File: src/rtl/lf_fsk_pkg.sv
package lf_fsk_pkg;

    localparam int ID_BITS      = 44;
    localparam int GROUP_BITS   = 4;
    localparam int FC8_PERIOD   = 8;
    localparam int FC8_HIGH     = 2;
    localparam int FC8_REPS     = 6;
    localparam int FC10_PERIOD  = 10;
    localparam int FC10_HIGH    = 3;
    localparam int FC10_REPS    = 5;
    localparam int SOF_SYMS     = 8;
    // bit i set: start-marker symbol i uses the divide-by-10 cycle
    localparam logic [SOF_SYMS-1:0] SOF_FC10_MASK = 8'b1011_1000;

    typedef enum logic [1:0] {
        SEG_LEAD  = 2'd0,
        SEG_SOF   = 2'd1,
        SEG_GMARK = 2'd2,
        SEG_DATA  = 2'd3
    } seg_e;

    typedef struct packed {
        logic is_fc10;   // cycle length 10 instead of 8
        logic single;    // symbol is one lone cycle
    } sym_shape_t;

    function automatic int max2(input int a, input int b);
        return (a > b) ? a : b;
    endfunction

endpackage

File: src/rtl/lf_fsk_cycle_gen.sv
module lf_fsk_cycle_gen
    import lf_fsk_pkg::*;
#(
    parameter int P8  = FC8_PERIOD,
    parameter int H8  = FC8_HIGH,
    parameter int P10 = FC10_PERIOD,
    parameter int H10 = FC10_HIGH
) (
    input  logic clk_i,
    input  logic rst_i,
    input  logic restart_i,
    input  logic step_i,
    input  logic is_fc10_i,
    output logic level_o,
    output logic cyc_end_o,
    output logic at_zero_o
);
    localparam int PMAX = max2(P8, P10);
    localparam int PH_W = $clog2(PMAX + 1);

    logic [PH_W-1:0] phase_q;
    logic [PH_W-1:0] last_idx;
    logic [PH_W-1:0] high_cnt;

    always_comb begin
        last_idx = is_fc10_i ? PH_W'(P10 - 1) : PH_W'(P8 - 1);
        high_cnt = is_fc10_i ? PH_W'(H10) : PH_W'(H8);
    end

    assign cyc_end_o = (phase_q == last_idx);
    assign level_o   = (phase_q < high_cnt);
    assign at_zero_o = (phase_q == '0);

    always_ff @(posedge clk_i) begin
        if (rst_i || restart_i) begin
            phase_q <= '0;
        end else if (step_i) begin
            phase_q <= cyc_end_o ? '0 : phase_q + PH_W'(1);
        end
    end

endmodule

File: src/rtl/lf_fsk_symbol_ctr.sv
module lf_fsk_symbol_ctr
    import lf_fsk_pkg::*;
#(
    parameter int R8  = FC8_REPS,
    parameter int R10 = FC10_REPS
) (
    input  logic       clk_i,
    input  logic       rst_i,
    input  logic       restart_i,
    input  logic       step_i,
    input  logic       cyc_end_i,
    input  sym_shape_t shape_i,
    output logic       sym_end_o
);
    localparam int CNT_W = $clog2(max2(R8, R10) + 1);

    logic [CNT_W-1:0] rep_q;
    logic [CNT_W-1:0] rep_last;

    always_comb begin
        if (shape_i.single) begin
            rep_last = '0;
        end else if (shape_i.is_fc10) begin
            rep_last = CNT_W'(R10 - 1);
        end else begin
            rep_last = CNT_W'(R8 - 1);
        end
    end

    assign sym_end_o = cyc_end_i && (rep_q == rep_last);

    always_ff @(posedge clk_i) begin
        if (rst_i || restart_i) begin
            rep_q <= '0;
        end else if (step_i && cyc_end_i) begin
            rep_q <= sym_end_o ? '0 : rep_q + CNT_W'(1);
        end
    end

endmodule

File: src/rtl/lf_fsk_frame_seq.sv
module lf_fsk_frame_seq
    import lf_fsk_pkg::*;
#(
    parameter int                  ID_W     = ID_BITS,
    parameter int                  GROUP_W  = GROUP_BITS,
    parameter int                  SOF_N    = SOF_SYMS,
    parameter logic [SOF_N-1:0]    SOF_MASK = SOF_FC10_MASK
) (
    input  logic            clk_i,
    input  logic            rst_i,
    input  logic            restart_i,
    input  logic            sym_step_i,
    input  logic [ID_W-1:0] id_i,
    output sym_shape_t      shape_o,
    output logic            at_lead_o,
    output logic            last_sym_o
);
    localparam int BIT_W = $clog2(ID_W);
    localparam int SOF_W = $clog2(SOF_N);

    seg_e             seg_q;
    logic [SOF_W-1:0] sof_q;
    logic [BIT_W-1:0] bit_q;
    logic             half_q;
    logic [BIT_W-1:0] bit_dn;

    function automatic logic opens_group(input logic [BIT_W-1:0] b);
        return (int'(b) % GROUP_W) == (GROUP_W - 1);
    endfunction

    assign bit_dn = bit_q - BIT_W'(1);

    always_comb begin
        shape_o = '{is_fc10: 1'b0, single: 1'b1};
        case (seg_q)
            SEG_SOF:  shape_o = '{is_fc10: SOF_MASK[sof_q], single: 1'b0};
            SEG_DATA: shape_o = '{is_fc10: id_i[bit_q] ^ half_q, single: 1'b0};
            default:  shape_o = '{is_fc10: 1'b0, single: 1'b1};
        endcase
    end

    assign at_lead_o  = (seg_q == SEG_LEAD);
    assign last_sym_o = (seg_q == SEG_DATA) && (bit_q == '0) && half_q;

    always_ff @(posedge clk_i) begin
        if (rst_i || restart_i) begin
            seg_q  <= SEG_LEAD;
            sof_q  <= '0;
            bit_q  <= BIT_W'(ID_W - 1);
            half_q <= 1'b0;
        end else if (sym_step_i) begin
            case (seg_q)
                SEG_LEAD: begin
                    seg_q <= SEG_SOF;
                    sof_q <= '0;
                end
                SEG_SOF: begin
                    if (sof_q == SOF_W'(SOF_N - 1)) begin
                        bit_q  <= BIT_W'(ID_W - 1);
                        half_q <= 1'b0;
                        seg_q  <= opens_group(BIT_W'(ID_W - 1)) ? SEG_GMARK : SEG_DATA;
                    end else begin
                        sof_q <= sof_q + SOF_W'(1);
                    end
                end
                SEG_GMARK: begin
                    seg_q  <= SEG_DATA;
                    half_q <= 1'b0;
                end
                default: begin
                    if (!half_q) begin
                        half_q <= 1'b1;
                    end else if (bit_q == '0) begin
                        seg_q  <= SEG_LEAD;
                        half_q <= 1'b0;
                        bit_q  <= BIT_W'(ID_W - 1);
                    end else begin
                        half_q <= 1'b0;
                        bit_q  <= bit_dn;
                        seg_q  <= opens_group(bit_dn) ? SEG_GMARK : SEG_DATA;
                    end
                end
            endcase
        end
    end

endmodule

File: src/rtl/lf_fsk_tag_emulator.sv
module lf_fsk_tag_emulator
    import lf_fsk_pkg::*;
#(
    parameter int ID_W        = ID_BITS,
    parameter int GROUP_W     = GROUP_BITS,
    parameter int FC8_P       = FC8_PERIOD,
    parameter int FC8_H       = FC8_HIGH,
    parameter int FC8_R       = FC8_REPS,
    parameter int FC10_P      = FC10_PERIOD,
    parameter int FC10_H      = FC10_HIGH,
    parameter int FC10_R      = FC10_REPS
) (
    input  logic            clk_i,
    input  logic            rst_i,
    input  logic            enable_i,
    input  logic            strobe_i,
    input  logic [ID_W-1:0] id_i,
    output logic            coil_open_o,
    output logic            frame_start_o
);
    logic            step;
    logic            restart;
    logic [ID_W-1:0] id_q;
    sym_shape_t      shape;
    logic            level;
    logic            cyc_end;
    logic            phase_zero;
    logic            sym_end;
    logic            at_lead;
    logic            last_sym;
    logic            frame_wrap;

    assign step       = enable_i && strobe_i;
    assign restart    = !enable_i;
    assign frame_wrap = step && sym_end && last_sym;

    always_ff @(posedge clk_i) begin
        if (rst_i) begin
            id_q <= '0;
        end else if (restart || frame_wrap) begin
            id_q <= id_i;
        end
    end

    lf_fsk_cycle_gen #(
        .P8 (FC8_P),
        .H8 (FC8_H),
        .P10(FC10_P),
        .H10(FC10_H)
    ) cyc_i (
        .clk_i    (clk_i),
        .rst_i    (rst_i),
        .restart_i(restart),
        .step_i   (step),
        .is_fc10_i(shape.is_fc10),
        .level_o  (level),
        .cyc_end_o(cyc_end),
        .at_zero_o(phase_zero)
    );

    lf_fsk_symbol_ctr #(
        .R8 (FC8_R),
        .R10(FC10_R)
    ) sym_i (
        .clk_i    (clk_i),
        .rst_i    (rst_i),
        .restart_i(restart),
        .step_i   (step),
        .cyc_end_i(cyc_end),
        .shape_i  (shape),
        .sym_end_o(sym_end)
    );

    lf_fsk_frame_seq #(
        .ID_W   (ID_W),
        .GROUP_W(GROUP_W)
    ) seq_i (
        .clk_i     (clk_i),
        .rst_i     (rst_i),
        .restart_i (restart),
        .sym_step_i(step && sym_end),
        .id_i      (id_q),
        .shape_o   (shape),
        .at_lead_o (at_lead),
        .last_sym_o(last_sym)
    );

    assign coil_open_o   = !enable_i || rst_i || level;
    assign frame_start_o = enable_i && !rst_i && at_lead && phase_zero;

endmodule

File: config.mk
export PLATFORM = sky130hd
export DESIGN_NAME = lf_fsk_tag_emulator
export DESIGN_NICKNAME = d
export VERILOG_FILES = /design/src/rtl/lf_fsk_pkg.sv /design/src/rtl/lf_fsk_cycle_gen.sv /design/src/rtl/lf_fsk_symbol_ctr.sv /design/src/rtl/lf_fsk_frame_seq.sv /design/src/rtl/lf_fsk_tag_emulator.sv
export SDC_FILE = /design/constraint.sdc
export NUM_CORES = 1
export LEC_CHECK = 0
export BUFFER_PORTS_ARGS = -buffer_cell sky130_fd_sc_hd__buf_2
export CAP_MARGIN = 20
export CORE_MARGIN = 3
export CORE_UTILIZATION = 40
export CTS_BUF_LIST = sky130_fd_sc_hd__clkbuf_4 sky130_fd_sc_hd__clkbuf_8 sky130_fd_sc_hd__clkbuf_16
export CTS_CLUSTER_DIAMETER = 100
export CTS_CLUSTER_SIZE = 20
export DETAILED_ROUTE_END_ITERATION = 16
export GPL_TIMING_DRIVEN = 1
export PLACE_DENSITY_LB_ADDON = 0.05
export SLEW_MARGIN = 0
export SYNTH_ARGS = -nofsm -noshare
export SYNTH_HDL_FRONTEND = slang
export SYNTH_SLANG_ARGS = --single-unit
File: constraint.sdc
create_clock -name clk_i -period 6.06 [get_ports clk_i]
set_clock_uncertainty 0.15 [all_clocks]
set_input_delay 0.303 -clock clk_i [delete_from_list [all_inputs] [get_ports clk_i]]
set_output_delay 0.303 -clock clk_i [all_outputs]
set_load 0.005 [all_outputs]
; After elaboration in Yosys (flattened, before gate mapping)
; Memories as Yosys holds them, arrays and structs flattened. A register that Yosys moved wholly into a read port is not among the register bits.
; Index checks and enable logic that the tools add are counted.
[totals]
regBits = 63
rom_bits = 8
in_bits = 48
output_inout_bits = 2
wordCells = 79
n_memories = 1
[classes]
n_addsub = 4
n_lt_le_gt_ge = 3
n_eq_ne = 9
mux = 26
bitwise = 3
n_reduce_logical = 26
[memory_table]
columns = name, depth, word_bits, rd, rd_ports_with_merged_regs, wr, line
row1 = (name not given), 8, 1, 1, 1, 0, lf_fsk_frame_seq.sv:36  ; SEG_SOF: shape_o = '{is_fc10: SOF_MASK[sof_q], single: 1'b0};
[ops]
columns = op, n
row1 = two-way mux 6 bit, 3
row2 = two-way mux 3 bit, 5
row3 = case mux 6 bit (2 select lines), 1
row4 = logical AND 1 bit, 10
row5 = AND reduction 3 bit, 3
row6 = two-way mux 4 bit, 2
row7 = "less-than comparator 6 x 7 -> 1 bit, second input constant", 1
row8 = two-way mux 1 bit, 7
row9 = "adder 3 x 1 -> 3 bit, second input constant", 2
row10 = binary-select mux 1 bit (select 6 bit), 1
row11 = logical NOT 6 bit, 1
row12 = two-way mux 2 bit, 3
row13 = case mux 2 bit (3 select lines), 1
row14 = case mux 3 bit (2 select lines), 1
row15 = "subtractor 6 x 1 -> 6 bit, second input constant", 1
row16 = "adder 4 x 1 -> 4 bit, second input constant", 1
row17 = "equality test 2 x 1 -> 1 bit, second input constant", 2
row18 = "equality test 2 bit, second input constant", 2
row19 = equality test 4 bit, 1
row20 = logical NOT 4 bit, 1
row21 = "less-than comparator 3 x 4 -> 1 bit, second input constant", 1
row22 = less-than comparator 4 bit, 1
row23 = case mux 2 bit (2 select lines), 1
row24 = AND reduction 4 bit, 1
row25 = other kinds (13), 18

; Longest topological paths before layout
; Gate-level depths: netlist (run 1).
[depth]
word_depth = 12
ltp_mapped = 14
ltp_nobuf = 9

; Cells and area by module
; Synthesis (run 1) repeated with hierarchy kept, for this count alone.
[unflattened]
hier_cells = 378
area_unflattened_um2 = 3687.3
[modules_own_cells]
columns = mod, n_inst, cells_per_inst, area_each_um2, seq_area_each_um2
row1 = lf_fsk_tag_emulator, 1, 198, 2065.7, 880.8
row2 = lf_fsk_frame_seq, 1, 126, 1147.4, 260.2
row3 = lf_fsk_cycle_gen, 1, 32, 269.0, 80.1
row4 = lf_fsk_symbol_ctr, 1, 22, 205.2, 60.1

; Least setup slack after synthesis (run 1)
; OpenSTA, ideal clock, no wires.
[synth_timing]
path_type = register to register
start = reg seq_i.bit_q[1]
end = reg id_q[0]
setup_ns = 0.070
t_arrival_ns = 2.782
required_time_ns = 5.840
slack_ns = 3.057
stages_incl_launch_ff = 14
n_path_buf = 4
period_less_slack_ns = 3.003
path_cell_list = dfxtp_1 buf_6 mux4_2 mux2i_1 o22ai_1 nor4_1 and4bb_1 buf_6 mux2i_1 buf_2 o21ai_2 buf_4 nand2_1 a21oi_1
[synth_via]
elab_chain_len = 11
elab_cells_between_ends = 16
classes_between = eq/ne (2) / mux (6) / bitwise (1) / reduce/logical (7)
[synth_lines]
columns = element, line
row1 = start: declaration, lf_fsk_frame_seq.sv:23  ; logic [BIT_W-1:0] bit_q;
row2 = start signal: assignment, lf_fsk_frame_seq.sv:49  ; bit_q <= BIT_W'(ID_W - 1);
row3 = start signal: assignment, lf_fsk_frame_seq.sv:59  ; bit_q <= BIT_W'(ID_W - 1);
row4 = start signal: assignment, lf_fsk_frame_seq.sv:76  ; bit_q <= BIT_W'(ID_W - 1);
row5 = binary-select mux 1 bit (select 6 bit), lf_fsk_frame_seq.sv:37  ; SEG_DATA: shape_o = '{is_fc10: id_i[bit_q] ^ half_q, single: 1'b0};
row6 = two-way mux 1 bit (not written as such), lf_fsk_frame_seq.sv:37
row7 = bitwise XOR 1 bit, lf_fsk_frame_seq.sv:37
row8 = case mux 2 bit (2 select lines), lf_fsk_frame_seq.sv:35  ; case (seg_q)
row9 = two-way mux 1 bit, lf_fsk_symbol_ctr.sv:23  ; end else if (shape_i.is_fc10) begin
row10 = two-way mux 3 bit, lf_fsk_symbol_ctr.sv:21  ; if (shape_i.single) begin
row11 = equality test 3 bit, lf_fsk_symbol_ctr.sv:30  ; assign sym_end_o = cyc_end_i && (rep_q == rep_last);
row12 = logical AND 1 bit, lf_fsk_symbol_ctr.sv:30
row13 = logical AND 1 bit, lf_fsk_tag_emulator.sv:35  ; assign frame_wrap = step && sym_end && last_sym;
row14 = logical AND 1 bit *, lf_fsk_tag_emulator.sv:35
row15 = logical OR 1 bit *, lf_fsk_tag_emulator.sv:40  ; end else if (restart || frame_wrap) begin
row16 = end signal: assignment, lf_fsk_tag_emulator.sv:41  ; id_q <= id_i;
row17 = end: declaration, lf_fsk_tag_emulator.sv:23  ; logic [ID_W-1:0] id_q;
; Every way passes the cells marked *; elsewhere a longest branch is shown, timed or not. The select of a mux whose other input is x is not followed.
; A chain may end at the register's enable or synchronous reset.

; Final worst setup path (run 1)
[layout_timing]
start = reg seq_i.bit_q[1]
end = reg id_q[29]
; Same word-level chain as after synthesis.

==> impl_results.md, run 1 <==
- Gpl congestion: a little under 0.8
- CTS resizes: 0
- Netlist cell types: 54
- Kind of end point of the critical path: register
- Relative slew slack: 0.304
- FF-to-FF setup slack: ~1.7 ns
- Layout cell share with drive strength beyond 1: 0.187
- CTS Buf Count: 9
- Setup violations, final: 0
- Io pins: 50
- Seq/Total Area, Yosys: 0.385
- GRT Util Overall: 0.166
- N_diodes: 0
- Worst-Margin Slew: ~1.0 ns
- Final #Nets: 497
- Synth Net Count: between 400 and 500
- DRT Pass-1 Iters: 4
- Top cell type's share of synthesized area: 0.385
- Synth async-reset ratio: 0
- Top cells by count, synth: nand2_1 (115), dfxtp_1 (64), a21oi_1 (55)
- Outcome: finished, final reports clean
- RSZ-0062 raised after global routing: no
- DRT iter0 DRCs: roughly 110
- Worst Path Arrival: ~4.5 ns
- Clk_lat worst skew: ~0.34 ns
- GR Overflow Total: 0
- Port buffer count: 49
- Clock Pin Slew Worst Setup and Hold Paths: 0.08 ns
- # rows: 32
- Die X: ~100 µm
- Max Used Layer: met4
- Area growth from synthesis to layout: 14.4%
- Top FF cell, synth: dfxtp_1
- Sink Count: 64
- Critical path class: reg2reg
- CTS Hold Bufs: 0
- # DRC: 0
- Vias: around 2900
- Power Density: about 260 mW/mm²
- Routed wl met3: 234 µm
- Maximum operating frequency: roughly 230 MHz
- Final wirelength: 7510 µm
- Flops & latches, synth: 64
- Initial core utilization: 0.422
- Average size of a mapped cell: about 8.2 µm²
- Number of global-route vias before repair: 2767
- Storage cell area: 0.00128 mm²
- Area of the multi-input gates: between 0.0015 and 0.002 mm²
- Core ar.: approximately 0.008 mm²
- Crit Path Max Fanout: 25
- Antenna-violating nets left: 0
- Worst setup SP type: register
- Final core occ: 0.483
- Setup tns final: 0 ns
- Max-cap viol count: 0
- Hold slack final: around 0.046 ns
- Count leader, synth: nand2_1
- Worst EP required: between 6 and 7 ns
- Initial antenna violation count: 0
- YS warnings: 0
- DIE AREA: 0.00946 mm²
- Top cells by area, synth: dfxtp_1 (38%), nand2_1 (13%), a21oi_1 (8.3%)
- Area leader, netlist: dfxtp_1
- First-pass GRT wire length: roughly 13000 µm
- Final Max Slew Viols: 0
- Routed wire length per instance: about 14 µm
- Tot Pwr: around 0.00097 W
- Number of synthesized flops with an enable pin: 0
- LEAKAGE: 1.54 nW
- Root Driver: clkbuf_8
- Chip height: just under 100 µm
- Hold Fails Final Rpt: 0
- Final HPWL DP: roughly 5300 µm
- Met2 wire len: approximately 3500 µm
- CTS tree: done
- CTS max path bufs: 2
- Path type of the worst min-delay path: in2reg
- Period utilization: 0.728
- FILL cells: ~770
- Drt via density: between 5 and 6
- Maximum vdd drop: 0.000120 V
- Cells after synthesis: slightly above 400
- M1 WL: ~3800 µm
- Largest net degree at the start of global routing: between 40 and 50
- Post-CTS setup buffer count: 0
- Syn Std Cell Area: approximately 0.0033 mm²
- Final worst path period need: around 4.4 ns
- H-tree levels: 3
-- sequential cells by signal, indices dropped and copies added, names as in the netlist, named ones only --
name	flops
cyc_i.phase_q	4
seq_i.seg_q	2
seq_i.sof_q	3
seq_i.bit_q	6
sym_i.rep_q	3
id_q	44
seq_i.half_q	1
-- area by class of cell --
cell class                 count  share of cell area
inverter                      10             0.00985
tap                          102              0.0335
clock inverter                 7              0.0328
sequential                    64               0.336
multi-input combinational    302               0.487
timing repair buffer          51              0.0683
clock buffer                   9              0.0325
-- stage by stage --
| step | instances | cell area, µm² | setup WS [ns] |
|---|---|---|---|
| 2_1_floorplan | 406 | 3330 | 3.06 |
| 3_3_place_gp | 529 | 3560 | 1.74 |
| 3_5_place_dp | 529 | 3560 | 1.66 |
| 4_1_cts | 545 | 3810 | 1.63 |
| 5_1_grt | 545 | 3810 | 1.28 |
| 6_report | 545 | 3810 | 1.65 |
-- cells in the final DEF, fill, tap and decap left out, types with 6 or more instances in the layout --
master	Yosys	routed
dfxtp_1	64	64
nor3_1	9	9
nor2_1	15	15
mux4_2	7	7
nor2b_1	6	6
buf_2	8	49
inv_1	10	10
a21oi_1	55	55
mux2i_1	8	8
o21ai_0	6	6
ha_1	11	11
nand2_1	115	115
clkbuf_8	0	9
-- report_power, final --
part | total [W] | switching (W) | internal [W]
registers | 0.000445 | 0.00000872 | 0.000437
clock network | 0.000462 | 0.000184 | 0.000278
logic | 0.0000643 | 0.0000345 | 0.0000298
-- critical path, cell delays in order (launching register included) --
cell and delay, ns:
dfxtp_1 0.71, mux4_1 0.63, mux2i_1 0.15, o22ai_1 0.14
mux2i_1 0.13, and4bb_1 0.48, mux2i_1 0.89, o21ai_2 0.44
buf_4 0.35, nand2_1 0.10, a21oi_1 0.07
-- final timing paths --
kind	from	to	cells past startpoint
worst min-delay path	id_i[2]	id_q[2]$_SDFFE_PP0P_	3
worst min register to register	id_q[38]$_SDFFE_PP0P_	id_q[38]$_SDFFE_PP0P_	2
worst max-delay path	seq_i.bit_q[1]$_SDFFE_PN1P_	id_q[29]$_SDFFE_PP0P_	10
worst max register to register	seq_i.bit_q[1]$_SDFFE_PN1P_	id_q[29]$_SDFFE_PP0P_	10
-- kinds of logic (layout without fill, tap and decap cells) --
kind of cell | count (synthesis) | after routing | share of synthesized area
compound gates | 87 | 87 | 0.153
xor+xnor | 1 | 1 | 0.00263
fa+ha+maj | 11 | 11 | 0.0413
buf+inv | 40 | 77 | 0.0582
flops | 64 | 64 | 0.385
mux | 20 | 20 | 0.105
simple gates | 183 | 183 | 0.255
-- metal layers --
layer / track usage / up-vias
met1: 0.224 / 1339
met4: 0.0490 / 0
met5: 0 / -
met2: 0.261 / 43
met3: 0.0431 / 4
li1: - / 1475
No activity file was read; power rests on OpenSTA's default activity.
==> run 2, diff against run 1 <==
==> constraint.sdc (replaced) <==
create_clock -name clk_i -period 4.1 [get_ports clk_i]
set_clock_uncertainty 0.15 [all_clocks]
set_input_delay 0.205 -clock clk_i [delete_from_list [all_inputs] [get_ports clk_i]]
set_output_delay 0.205 -clock clk_i [all_outputs]
set_load 0.005 [all_outputs]
==> impl_results.md, run 2 (synthesized netlist as in run 1, its figures left out) <==
- Outcome: finished, final reports clean
- Period utilization: 0.922
- Top Usage Layer GRT: met2
- Power Density: about 330 mW/mm²
- Initial antenna violation count: 0
- Hold_sp: strobe_i
- Met2 Usage GRT: 0.297
- Final Max Slew Viols: 0
- Biggest register: id_q
- Sink Count: 64
- Worst-Margin Slew: between 0.9 and 1 ns
- RSZ-0062 raised after global routing: no
- Leading cell type in the layout, fill and taps excluded: nand2_1
- Setup ws final: about 0.32 ns
- # DRC: 0
- FF-to-FF Start: seq_i.bit_q[1]$_SDFFE_PN1P_
- Final wirelength: 8020 µm
- Worst EP required: around 4.2 ns
- Chip height: 97.3 µm
- DIE AREA: 0.00946 mm²
- Vias: between 3000 and 4000
- Clk_lat worst skew: 0.35 ns
- Die X: around 97 µm
- Core ar.: approximately 0.0079 mm²
- FILL cells: about 750
- Worst setup SP type: register
- Tot Pwr: roughly 0.0014 W
- Biggest regs: id_q: 44 flops, seq_i.bit_q: 6 flops, cyc_i.phase_q: 4 flops
- Routed wire length per instance: about 14 µm
- Initial core utilization: 0.422
- Final HPWL DP: between 5000 and 6000 µm
- Kind of end point of the critical path: register
- Commonest cells after routing, fill and taps aside: nand2_1 (115), dfxtp_1 (64), a21oi_1 (55), buf_2 (49), dlygate4sd3_1 (44)
- LEAKAGE: ~1.7 nW
- CTS max path bufs: 2
- Critical path class: reg2reg
- Area growth from synthesis to layout: 28.6%
- GR Util met1: 0.224
- Relative slew slack: 0.391
- Placed Cells: between 500 and 600
- Io pins: 50
- Final core occ: 0.543
- CTS tree: done
- Post-CTS setup buffer count: 0
- Port buffer count: a little under 50
- Clock Pin Slew Worst Setup and Hold Paths: 0.08 ns
- Hold Fails Final Rpt: 0
- Root Driver: clkbuf_8
- H-tree levels: 3
- First-pass GRT wire length: approximately 14000 µm
- Number of global-route vias before repair: just under 3000
- Worst Path Arrival: 3.89 ns
- DRT iter0 DRCs: ~130
- GR Layer Usage met3: 0.0459
- Drt via density: around 5
- Final #Nets: roughly 550
- Maximum vdd drop: approximately 0.00020 V
- Maximum operating frequency: around 260 MHz
- # rows: 32
- Layout cell share with drive strength beyond 1: 0.177
- DRT Pass-1 Iters: 4
- Number of flip-flops in the largest register: 44
- N_diodes: 0
- Final worst path period need: between 3 and 4 ns
- CTS Buf Count: 9
- GR Overflow Total: 0
- Non-Filler Instances: between 500 and 600
- Storage cell area: ~0.0013 mm²
- Setup tns final: 0 ns
- Gpl congestion: between 0.8 and 0.9
- Largest net degree at the start of global routing: 47
- Area of the multi-input gates: roughly 0.0019 mm²
- Setup violations, final: 0
- Crit Path Max Fanout: 24
- Path type of the worst min-delay path: in2reg
- Beginning of the critical path: seq_i.bit_q[1]$_SDFFE_PN1P_
- Antenna-violating nets left: 0
- Pre-CTS setup slack: between 0.3 and 0.4 ns
- GRT Util Overall: 0.176
- Max-cap viol count: 0
## run 2: changes by cell type in the layout (fill, tap and decap cells not counted)
cell / change
bufinv_16: -1
buf_4: +2
clkinvlp_4: +2
inv_6: -2
clkbuf_4: +1
buf_12: +2
dlygate4sd3_1: +44
## run 2: timing repair
action,CTS,global route
gates resized for setup,0,0
endpoints found under the hold margin,44,0
hold buffers,44,0
## run 2: final timing paths
check	end	slack, ns	cells past startpoint
min	cyc_i.phase_q[0]$_SDFFE_PN0P_	0.02	3
max	id_q[38]$_SDFFE_PP0P_	0.32	11
max reg2reg	id_q[38]$_SDFFE_PP0P_	0.32	11
min reg2reg	id_q[4]$_SDFFE_PP0P_	0.30	2
## run 2: critical path, stage by stage, from the launching register on
cell      delay (ns)
dfxtp_1         0.44
buf_4           0.23
mux4_1          0.57
mux2i_1         0.20
o22ai_1         0.11
nor4_1          0.22
and4bb_1        0.35
mux2i_1         0.19
o21ai_2         0.74
buf_12          0.25
nand2_1         0.08
a21oi_1         0.13
## run 2: final cells by class
cell class | instances | share of cell area
clock buffer | 10 | 0.0307
clock inverter | 6 | 0.0216
inverter | 10 | 0.00877
multi-input combinational | 302 | 0.433
sequential | 64 | 0.299
tap | 102 | 0.0298
timing repair buffer | 99 | 0.177
## run 2: report_power, final
group	switching (W)	internal [W]
sequential	0.0000125	0.000646
clock	0.000270	0.000352
combinational	0.0000574	0.0000741
total	0.000340	0.00107
## run 2: per-stage QoR
step | area, µm² | hold WS (ns)
finish | 4280 | 0.0241
global route | 4280 | 0.0428
CTS | 4280 | 0.0128
detailed placement | 3620 | 0.292
global placement | 3620 | 0.286
floorplan | 3330 | 0.192
## run 2: per-layer routing
metal,part of all wire,vias up
met1,0.49,1396
met5,0,-
met3,0.032,6
li1,-,1570
met4,0.0089,0
met2,0.47,49
